--- config.mk ---
export PLATFORM = sky130hd
export DESIGN_NAME = nmls_top
export DESIGN_NICKNAME = d
export VERILOG_FILES = /design/src/rtl/nmls_pkg.sv /design/src/rtl/nmls_seq_ctrl.sv /design/src/rtl/nmls_lane_map.sv /design/src/rtl/nmls_top.sv
export SDC_FILE = /design/constraint.sdc
export NUM_CORES = 1
export LEC_CHECK = 0
export BUFFER_PORTS_ARGS = -buffer_cell sky130_fd_sc_hd__buf_4
export CAP_MARGIN = 20
export CORE_MARGIN = 8
export CORE_UTILIZATION = 42
export CTS_CLUSTER_SIZE = 24
export DETAILED_ROUTE_END_ITERATION = 8
export PLACE_DENSITY = 0.89
export RECOVER_POWER = 100
export SYNTH_ARGS = -nofsm -noshare
export SYNTH_HDL_FRONTEND = slang
export SYNTH_HIERARCHICAL = 1
export SYNTH_SLANG_ARGS = --single-unit
--- constraint.sdc ---
create_clock -name clk -period 2.05 [get_ports clk]
set_clock_uncertainty 0.15 [all_clocks]
set_input_delay 0.1025 -clock clk [delete_from_list [all_inputs] [get_ports clk]]
set_output_delay 0.1025 -clock clk [all_outputs]
set_load 0.1 [all_outputs]
--- src/rtl/nmls_pkg.sv ---
package nmls_pkg;

  typedef enum logic [1:0] {
    MW_BYTE = 2'd0,
    MW_HALF = 2'd1,
    MW_WORD = 2'd2
  } mw_e;

  // Unused code 3 maps to word width.
  function automatic mw_e norm_width(input logic [1:0] code);
    case (code)
      2'd0:    return MW_BYTE;
      2'd1:    return MW_HALF;
      default: return MW_WORD;
    endcase
  endfunction

  // Index of the final lane group for a width.
  function automatic logic [1:0] final_grp(input mw_e w);
    case (w)
      MW_BYTE: return 2'd3;
      MW_HALF: return 2'd1;
      default: return 2'd0;
    endcase
  endfunction

endpackage

--- src/rtl/nmls_seq_ctrl.sv ---
module nmls_seq_ctrl
  import nmls_pkg::*;
#(
  parameter int AW = 10
) (
  input  logic          clk,
  input  logic          rst,
  input  logic          req,
  input  logic          wr,
  input  logic [1:0]    width_sel,
  input  logic [AW-1:0] word_addr,
  input  logic          mem_rdy,
  output logic          busy,
  output logic [1:0]    grp,
  output mw_e           cfg_w,
  output logic          cfg_wr,
  output logic [AW-1:0] addr_q,
  output logic          last
);

  assign last = cfg_wr || (grp == final_grp(cfg_w));

  always_ff @(posedge clk) begin
    if (rst) begin
      busy   <= 1'b0;
      grp    <= 2'd0;
      cfg_w  <= MW_WORD;
      cfg_wr <= 1'b0;
      addr_q <= '0;
    end else if (!busy) begin
      if (req) begin
        busy   <= 1'b1;
        grp    <= 2'd0;
        cfg_w  <= norm_width(width_sel);
        cfg_wr <= wr;
        addr_q <= word_addr;
      end
    end else if (mem_rdy) begin
      if (last) busy <= 1'b0;
      else      grp  <= grp + 2'd1;
    end
  end


  grp_range_chk: assert property (@(posedge clk) disable iff (rst)
    busy |-> grp <= final_grp(cfg_w));


  cfg_hold_chk: assert property (@(posedge clk) disable iff (rst)
    (busy && !(last && mem_rdy)) |=> ($stable(cfg_w) && $stable(addr_q) && $stable(cfg_wr)));

endmodule

--- src/rtl/nmls_lane_map.sv ---
module nmls_lane_map
  import nmls_pkg::*;
#(
  parameter int AW     = 10,
  parameter int LANE_W = 8
) (
  input  logic              busy,
  input  logic [1:0]        grp,
  input  mw_e               cfg_w,
  input  logic              cfg_wr,
  input  logic [AW-1:0]     addr_q,
  input  logic [4*LANE_W-1:0] mem_rdata,
  output logic [3:0]        lane_en,
  output logic [AW+1:0]     mem_addr,
  output logic [4*LANE_W-1:0] cpu_data
);

  always_comb begin
    if (!busy || cfg_wr) begin
      lane_en = 4'hF;
    end else begin
      case (cfg_w)
        MW_BYTE: lane_en = 4'b0001 << grp;
        MW_HALF: lane_en = grp[0] ? 4'hC : 4'h3;
        default: lane_en = 4'hF;
      endcase
    end
  end

  always_comb begin
    case (cfg_w)
      MW_BYTE: mem_addr = {addr_q, grp};
      MW_HALF: mem_addr = {1'b0, addr_q, grp[0]};
      default: mem_addr = {2'b00, addr_q};
    endcase
  end

  // Each lane receives the narrow byte that would belong there.
  for (genvar i = 0; i < 4; i++) begin : g_lane
    always_comb begin
      case (cfg_w)
        MW_BYTE: cpu_data[i*LANE_W +: LANE_W] = mem_rdata[0 +: LANE_W];
        MW_HALF: cpu_data[i*LANE_W +: LANE_W] = mem_rdata[(i%2)*LANE_W +: LANE_W];
        default: cpu_data[i*LANE_W +: LANE_W] = mem_rdata[i*LANE_W +: LANE_W];
      endcase
    end
  end

endmodule

--- src/rtl/nmls_top.sv ---
module nmls_top
  import nmls_pkg::*;
#(
  parameter int AW = 10
) (
  input  logic          clk,
  input  logic          rst,
  input  logic [1:0]    width_sel,
  input  logic          req,
  input  logic          wr,
  input  logic [AW-1:0] word_addr,
  input  logic          mem_rdy,
  input  logic [31:0]   mem_rdata,
  output logic [AW+1:0] mem_addr,
  output logic [31:0]   cpu_data,
  output logic [3:0]    lane_en,
  output logic          wait_n
);

  logic          busy;
  logic [1:0]    grp;
  mw_e           cfg_w;
  logic          cfg_wr;
  logic [AW-1:0] addr_q;
  logic          last;

  nmls_seq_ctrl #(.AW(AW)) u_ctrl (
    .clk(clk), .rst(rst), .req(req), .wr(wr), .width_sel(width_sel),
    .word_addr(word_addr), .mem_rdy(mem_rdy), .busy(busy), .grp(grp),
    .cfg_w(cfg_w), .cfg_wr(cfg_wr), .addr_q(addr_q), .last(last)
  );

  nmls_lane_map #(.AW(AW), .LANE_W(8)) u_map (
    .busy(busy), .grp(grp), .cfg_w(cfg_w), .cfg_wr(cfg_wr), .addr_q(addr_q),
    .mem_rdata(mem_rdata), .lane_en(lane_en), .mem_addr(mem_addr),
    .cpu_data(cpu_data)
  );

  // Stretch until the final group is reported ready.
  assign wait_n = !(busy && !(last && mem_rdy));


  idle_wait_chk: assert property (@(posedge clk) disable iff (rst)
    !busy |-> (wait_n && lane_en == 4'hF));


  wait_low_chk: assert property (@(posedge clk) disable iff (rst)
    (busy && !mem_rdy) |-> !wait_n);


  stall_hold_chk: assert property (@(posedge clk) disable iff (rst)
    (busy && !mem_rdy) |=> ($stable(lane_en) && $stable(mem_addr)));


  byte_onehot_chk: assert property (@(posedge clk) disable iff (rst)
    (busy && !cfg_wr && cfg_w == MW_BYTE) |-> $countones(lane_en) == 1);


  store_lanes_chk: assert property (@(posedge clk) disable iff (rst)
    (busy && cfg_wr) |-> (lane_en == 4'hF && last));

endmodule

==> results of run 1 <==
==> worst max-delay path by stage <==
stage / slack, ns / from / to
global placement: 0.36 / u_ctrl/cfg_w[1] / u_ctrl/grp[0]
floorplan: -0.28 / u_ctrl/cfg_w[0] / cpu_data[30]
CTS: 0.03 / u_ctrl/cfg_w[1] / wait_n
finish: 0.11 / u_ctrl/cfg_w[0] / mem_addr[11]
detailed placement: 0.34 / u_ctrl/cfg_w[1] / u_ctrl/grp[0]
global route: 0.02 / u_ctrl/cfg_w[0] / mem_addr[11]
==> flip-flops by register name (all words and copies together) (netlist names) <==
signal	count
u_ctrl/addr_q	10
u_ctrl/cfg_w	2
u_ctrl/busy	1
u_ctrl/grp	2
u_ctrl/cfg_wr	1
==> kinds of logic after synthesis <==
kind of cell / share of synthesized area, %
multiplexers: 28.4
buffers and inverters: 10.9
flip-flops: 22.7
AO/OA/AOI/OAI: 14.8
AND/OR/NAND/NOR: 22.7
XOR/XNOR: 0.620
==> timing repair <==
item                                   in CTS  in global routing
resized for setup                           0                  2
endpoints found under the hold margin      16                  0
hold buffers                               28                  0
setup endpoints to repair                   0                  1
==> report_power, final <==
group | leakage, nW | internal, mW | switching [mW] | total, mW
clock | 0.0210 | 0.108 | 0.102 | 0.210
combinational | 0.934 | 0.261 | 0.712 | 0.973
sequential | 0.132 | 0.329 | 0.0256 | 0.354
==> metrics by stage <==
| step | TNS, ns | utilization, % |
|---|---|---|
| after floorplan | -1.95 | - |
| after global placement | 0 | 66.1 |
| after detailed placement | 0 | 66.1 |
| after CTS | 0 | 75.7 |
| after global routing | 0 | 73.1 |
| final | 0 | 73.1 |
==> cell usage after synthesis, drive strengths merged <==
cell type	n
a211oi	1
a21bo	1
a21oi	13
a221o	1
a31oi	1
and2	2
and2b	1
buf	15
clkbuf	4
dfxtp	16
inv	1
mux2	18
mux2i	18
nand2	45
nand2b	2
nand3	1
nand3b	2
nand4b	1
nor2	6
nor2b	2
nor3b	1
o211ai	1
o21a	1
o21ai	19
or3b	2
xor2	1
==> area by class of cell <==
class	instances	area, um2	share of cell area, %
flip-flops and latches	16	325	13.5
multi-input cells	140	978	40.7
repair buffers	133	1000	41.7
clock buffers	4	36.3	1.51
inverters	1	3.75	0.156
well taps	46	57.6	2.40
==> metal layers <==
metal  routed length, um  part of all wire, %  vias to the layer above  track usage (%)
met3                 497                   10                        3             4.45
met2                2360                   48                       79             29.4
met5                   0                    0                        -                0
met1                2040                   41                      753             21.1
li1                    -                    -                      839                -
met4                  26                 0.53                        0             3.99
==> worst min-delay path: stages (launching register included) <==
cell and delay (ns):
sky130_fd_sc_hd__dfxtp_2 0.39, sky130_fd_sc_hd__nand2_1 0.07, sky130_fd_sc_hd__a31oi_1 0.07
==> flow_summary.ini, run 1 <==
[clocking]
cts_post_setup_buffers_inserted = 0
cts-root-to-sink-buffers = 2
cts-htree-levels = 1
clock_sinks = 16
clkSlewWorstSetupHoldPaths_ns = 0.09
tritoncts = built
worst_skew_pair.late_latency_ns = 0.29
clock_buffer_count_from_cts = 3
ctsRootBufferMaster = sky130_fd_sc_hd__clkbuf_4

[floorplan]
coreArea_mm2 = 0.00328
top_level_ports = 98
floorplan.initialDensity_pct = 43.0
num_rows = 21
fp.dieW_um = 74.0
die_height_um = 74.0
die_area_mm2 = 0.00548

[placed_design]
postPlaceCellArea_mm2 = 0.00217
portBuffers = 97
dp.cells = 308
place_congestion = 0.750
hpwlAfterDp_um = 3750
post-place-ws_ns = 0.338

[pwr]
vdd.ir_drop.worst_uv = 380
static-leakage-power_nw = 1.09
fin_total_pwr_mw = 1.54
power-per-cell-area_mw_per_mm2 = 640

[finish]
layout_common_cells = sky130_fd_sc_hd__buf_4 (68), sky130_fd_sc_hd__nand2_1 (45), sky130_fd_sc_hd__dlygate4sd3_1 (28)
antenna_cells_inserted = 0
fin_nets = 344
layout.cells.most_common = sky130_fd_sc_hd__buf_4
area.growth.synth_to_final_pct = 69.9
fillerInstances = 262
drive_above_1_share_pct = 46.9
final_cell_count_no_fill = 340
post-route-cell-area_mm2 = 0.00240

[synth]
synth_top_cells_by_area = sky130_fd_sc_hd__dfxtp_1 (23%), sky130_fd_sc_hd__mux2i_1 (13%), sky130_fd_sc_hd__nand2_1 (12%)
synth_sequential_area_ratio_pct = 22.7
warnings_synthesis = 6
synthDominantCellAreaShare_pct = 22.7
post_synth_inst_count = 176
synth.avg_cell_area_um2 = 8.03
number_of_different_library_cells_in_the_post_synthesis_netlist = 34
synth_area_leader_cell = sky130_fd_sc_hd__dfxtp_1
synth_area_mm2 = 0.00141
ys_seq_elements = 16
synth.net_count = 225

[detailed_routing]
route.vias.total = 1674
remaining_drc_errors = 0
vias_per_cell = 4.92
drt-total-wl_um = 4930
first_pass_iters = 4
antenna_violating_nets_post_route = 0
route.detailed.wl_per_inst_um = 14.5
initialDrtViolationCount = 46

[worst_setup_path]
critical-path-max-stage-delay_ns = 0.45
cp_data_arrival_time_ns = 1.69
cp_data_required_time_ns = 1.80
critPathBufInv = 2
critical_path_class = reg2out
cpMaxStageDelayCell = sky130_fd_sc_hd__clkbuf_2
ff_to_ff_setup_slack_ns = 0.21
worst_setup_path_end_kind = primary output
crit_fanout = 9
regToRegEndpoint = u_ctrl/cfg_w[0]
worstPathCellList = buf_4 > nor2_4 > and2_1 > clkbuf_2
rr_worst_depth = 5
worst-path-stages = 4
rr_startpoint = u_ctrl/busy
critical-path-top-delay-family = buffers and inverters
critPathLaunchType = flop

[job]
cap_viol_max_count = 0

[timing]
min_tclk_post_route_ns = 1.94
whs_ns = 0.423
final-max-slew-violation-count = 0
min_period_over_period_pct = 94.8
worstMarginPinSlew_ns = 1.21
rsz0062_at_grt = false
slack_of_the_critical_path_ns = 0.107
timing_hold_violations_final = 0
final-setup-viol-count = 0
max_clock_freq_mhz = 515
slew-limit-headroom_pct = 19.7

[worst_hold_path]
whs_path_depth = 2
min-delay-path-class = reg2reg
min-delay-start = u_ctrl/grp[0]
worst_hold_path.endpoint = u_ctrl/grp[0]

[global_route]
grt_pass1_wl_um = 7660
grt_antenna_before_repair = 0
global_route.overflow_total = 0
gr-usage-all-layers_pct = 17.3
grt_max_degree = 26
grt_pass1_vias = 1625

[run_status]
outcome = completed
No activity file was read; power rests on OpenSTA's default activity.
==> run 2, diff against run 1 <==
--- a/config.mk
+++ b/config.mk
@@ -11,6 +11,7 @@
 export CORE_UTILIZATION = 42
 export CTS_CLUSTER_SIZE = 24
 export DETAILED_ROUTE_END_ITERATION = 8
+export GPL_TIMING_DRIVEN = 0
 export PLACE_DENSITY = 0.89
 export RECOVER_POWER = 100
 export SYNTH_ARGS = -nofsm -noshare
==> flow_summary.ini, run 2 (same netlist as run 1, synthesis figures left out) <==
[run_status]
outcome = completed

[floorplan]
top_level_ports = 98
coreArea_mm2 = 0.00328
die_area_mm2 = 0.00548
die_height_um = 74.0
num_rows = 21
floorplan.initialDensity_pct = 43.0
fp.dieW_um = 74.0

[clocking]
ctsRootBufferMaster = sky130_fd_sc_hd__clkbuf_4
clock_sinks = 16
tritoncts = built
clkSlewWorstSetupHoldPaths_ns = 0.09
cts_post_setup_buffers_inserted = 0
clock_buffer_count_from_cts = 3
cts-htree-levels = 1
cts-root-to-sink-buffers = 2
worst_skew_pair.late_latency_ns = 0.29

[worst_setup_path]
critical_path_class = reg2out
worst_setup_path_end_kind = primary output
cp_data_required_time_ns = 1.80
critPathBufInv = 3
crit_fanout = 10
critPathLaunchType = flop
critical-path-top-delay-family = buffers and inverters
cp_data_arrival_time_ns = 1.72
cpMaxStageDelayCell = sky130_fd_sc_hd__dfxtp_1
worstPathCellList = buf_6 > buf_6 > mux2_4 > clkbuf_4
critical-path-max-stage-delay_ns = 0.45
critical-path-top-cell-by-count = sky130_fd_sc_hd__buf_6

[finish]
fin_nets = 342
layout_common_cells = sky130_fd_sc_hd__buf_4 (73), sky130_fd_sc_hd__nand2_1 (45), sky130_fd_sc_hd__clkbuf_4 (20)
layout.cells.most_common = sky130_fd_sc_hd__buf_4
reg.largest.list = u_ctrl/addr_q: 10 flops, u_ctrl/cfg_w: 2 flops, u_ctrl/grp: 2 flops
top_register = u_ctrl/addr_q
area.growth.synth_to_final_pct = 67.9
finished_core_util_pct = 72.3
largest_reg_flops = 10
antenna_cells_inserted = 0
drive_above_1_share_pct = 47.6

[worst_hold_path]
min-delay-path-class = in2reg

[detailed_routing]
route.vias.total = 1708
first_pass_iters = 4
route.detailed.wl_per_inst_um = 15.9
drt-total-wl_um = 5370
antenna_violating_nets_post_route = 0
initialDrtViolationCount = 57
vias_per_cell = 5.05
remaining_drc_errors = 0

[timing]
rsz0062_at_grt = false
final-max-slew-violation-count = 0
final-setup-viol-count = 0
slew-limit-headroom_pct = 20.5
min_tclk_post_route_ns = 1.97
max_clock_freq_mhz = 508
worstMarginPinSlew_ns = 1.20
timing_hold_violations_final = 0
min_period_over_period_pct = 96.0

[job]
cap_viol_max_count = 0

[placed_design]
hpwlAfterDp_um = 4250
portBuffers = 97
place_congestion = 0.784

[global_route]
grt_antenna_before_repair = 0
global_route.overflow_total = 0
grt_max_degree = 13
grt_pass1_vias = 1647
grt_pass1_wl_um = 8010
gr-usage-all-layers_pct = 18.4

[pwr]
fin_total_pwr_mw = 1.54
vdd.ir_drop.worst_uv = 520
static-leakage-power_nw = 1.04
power-per-cell-area_mw_per_mm2 = 650
## run 2: cell types whose count changed in the layout (fill, tap and decap cells not counted), sizes merged
cell and delta:
buf +1, clkbuf +10, dlygate4sd3 -13
## run 2: where the power goes
| part | leakage (nW) | internal (mW) | total [mW] | switching (mW) |
|---|---|---|---|---|
| Combinational | 0.884 | 0.261 | 0.989 | 0.727 |
| Clock | 0.0210 | 0.108 | 0.203 | 0.0946 |
| Sequential | 0.132 | 0.329 | 0.350 | 0.0218 |
| Total | 1.04 | 0.698 | 1.54 | 0.844 |
## run 2: cell type report
cell class                 count  area [um2]
buffer                        19         150
clock buffer                   4        36.3
fill                         272         911
inverter                       1        3.75
multi-input combinational    140         968
sequential                    16         322
tap                           46        57.6
timing repair buffer         112         836
## run 2: worst reg2reg max path: cells and delay by family, from the launching register on
family           cells  cell delay (ns)
AO/OA/AOI/OAI        2             0.52
XOR/XNOR             1             0.13
AND/OR/NAND/NOR      1             0.37
flip-flops           1             0.47
## run 2: final timing paths
check	start	end	slack (ns)	cells past startpoint
worst min register to register	u_ctrl/addr_q[5]	u_ctrl/addr_q[5]	0.34	2
worst min-delay path	mem_rdy	u_ctrl/busy	0.002	3
worst max-delay path	u_ctrl/cfg_w[1]	cpu_data[21]	0.08	4
worst max register to register	u_ctrl/grp[1]	u_ctrl/grp[0]	0.35	4
## run 2: repair_timing
item / in CTS / in global routing
endpoints found under the setup margin: 0 / 2
endpoints found under the hold margin: 15 / 0
hold buffers: 15 / 0
resized for setup: 0 / 2
## run 2: per-layer routing
metal  part of all wire, %  vias to the layer above  global-route usage, %
met5                     0                        -                      0
met4                   1.1                        0                   4.66
met3                    10                        8                   4.85
met2                    50                       83                   35.0
met1                    39                      779                   19.1
li1                      -                      838                      -
## run 2: per-stage QoR
step	setup slack, ns	std cells	hold slack (ns)	instance area [um2]	setup TNS [ns]
after floorplan	-0.280	176	0.0216	1460	-1.95
after global placement	0.395	319	0.166	2250	0
after detailed placement	0.366	319	0.170	2250	0
after CTS	0.0780	338	0.00226	2430	0
after global routing	0.00746	338	0.0201	2370	0
final	0.0812	338	0.00178	2370	0
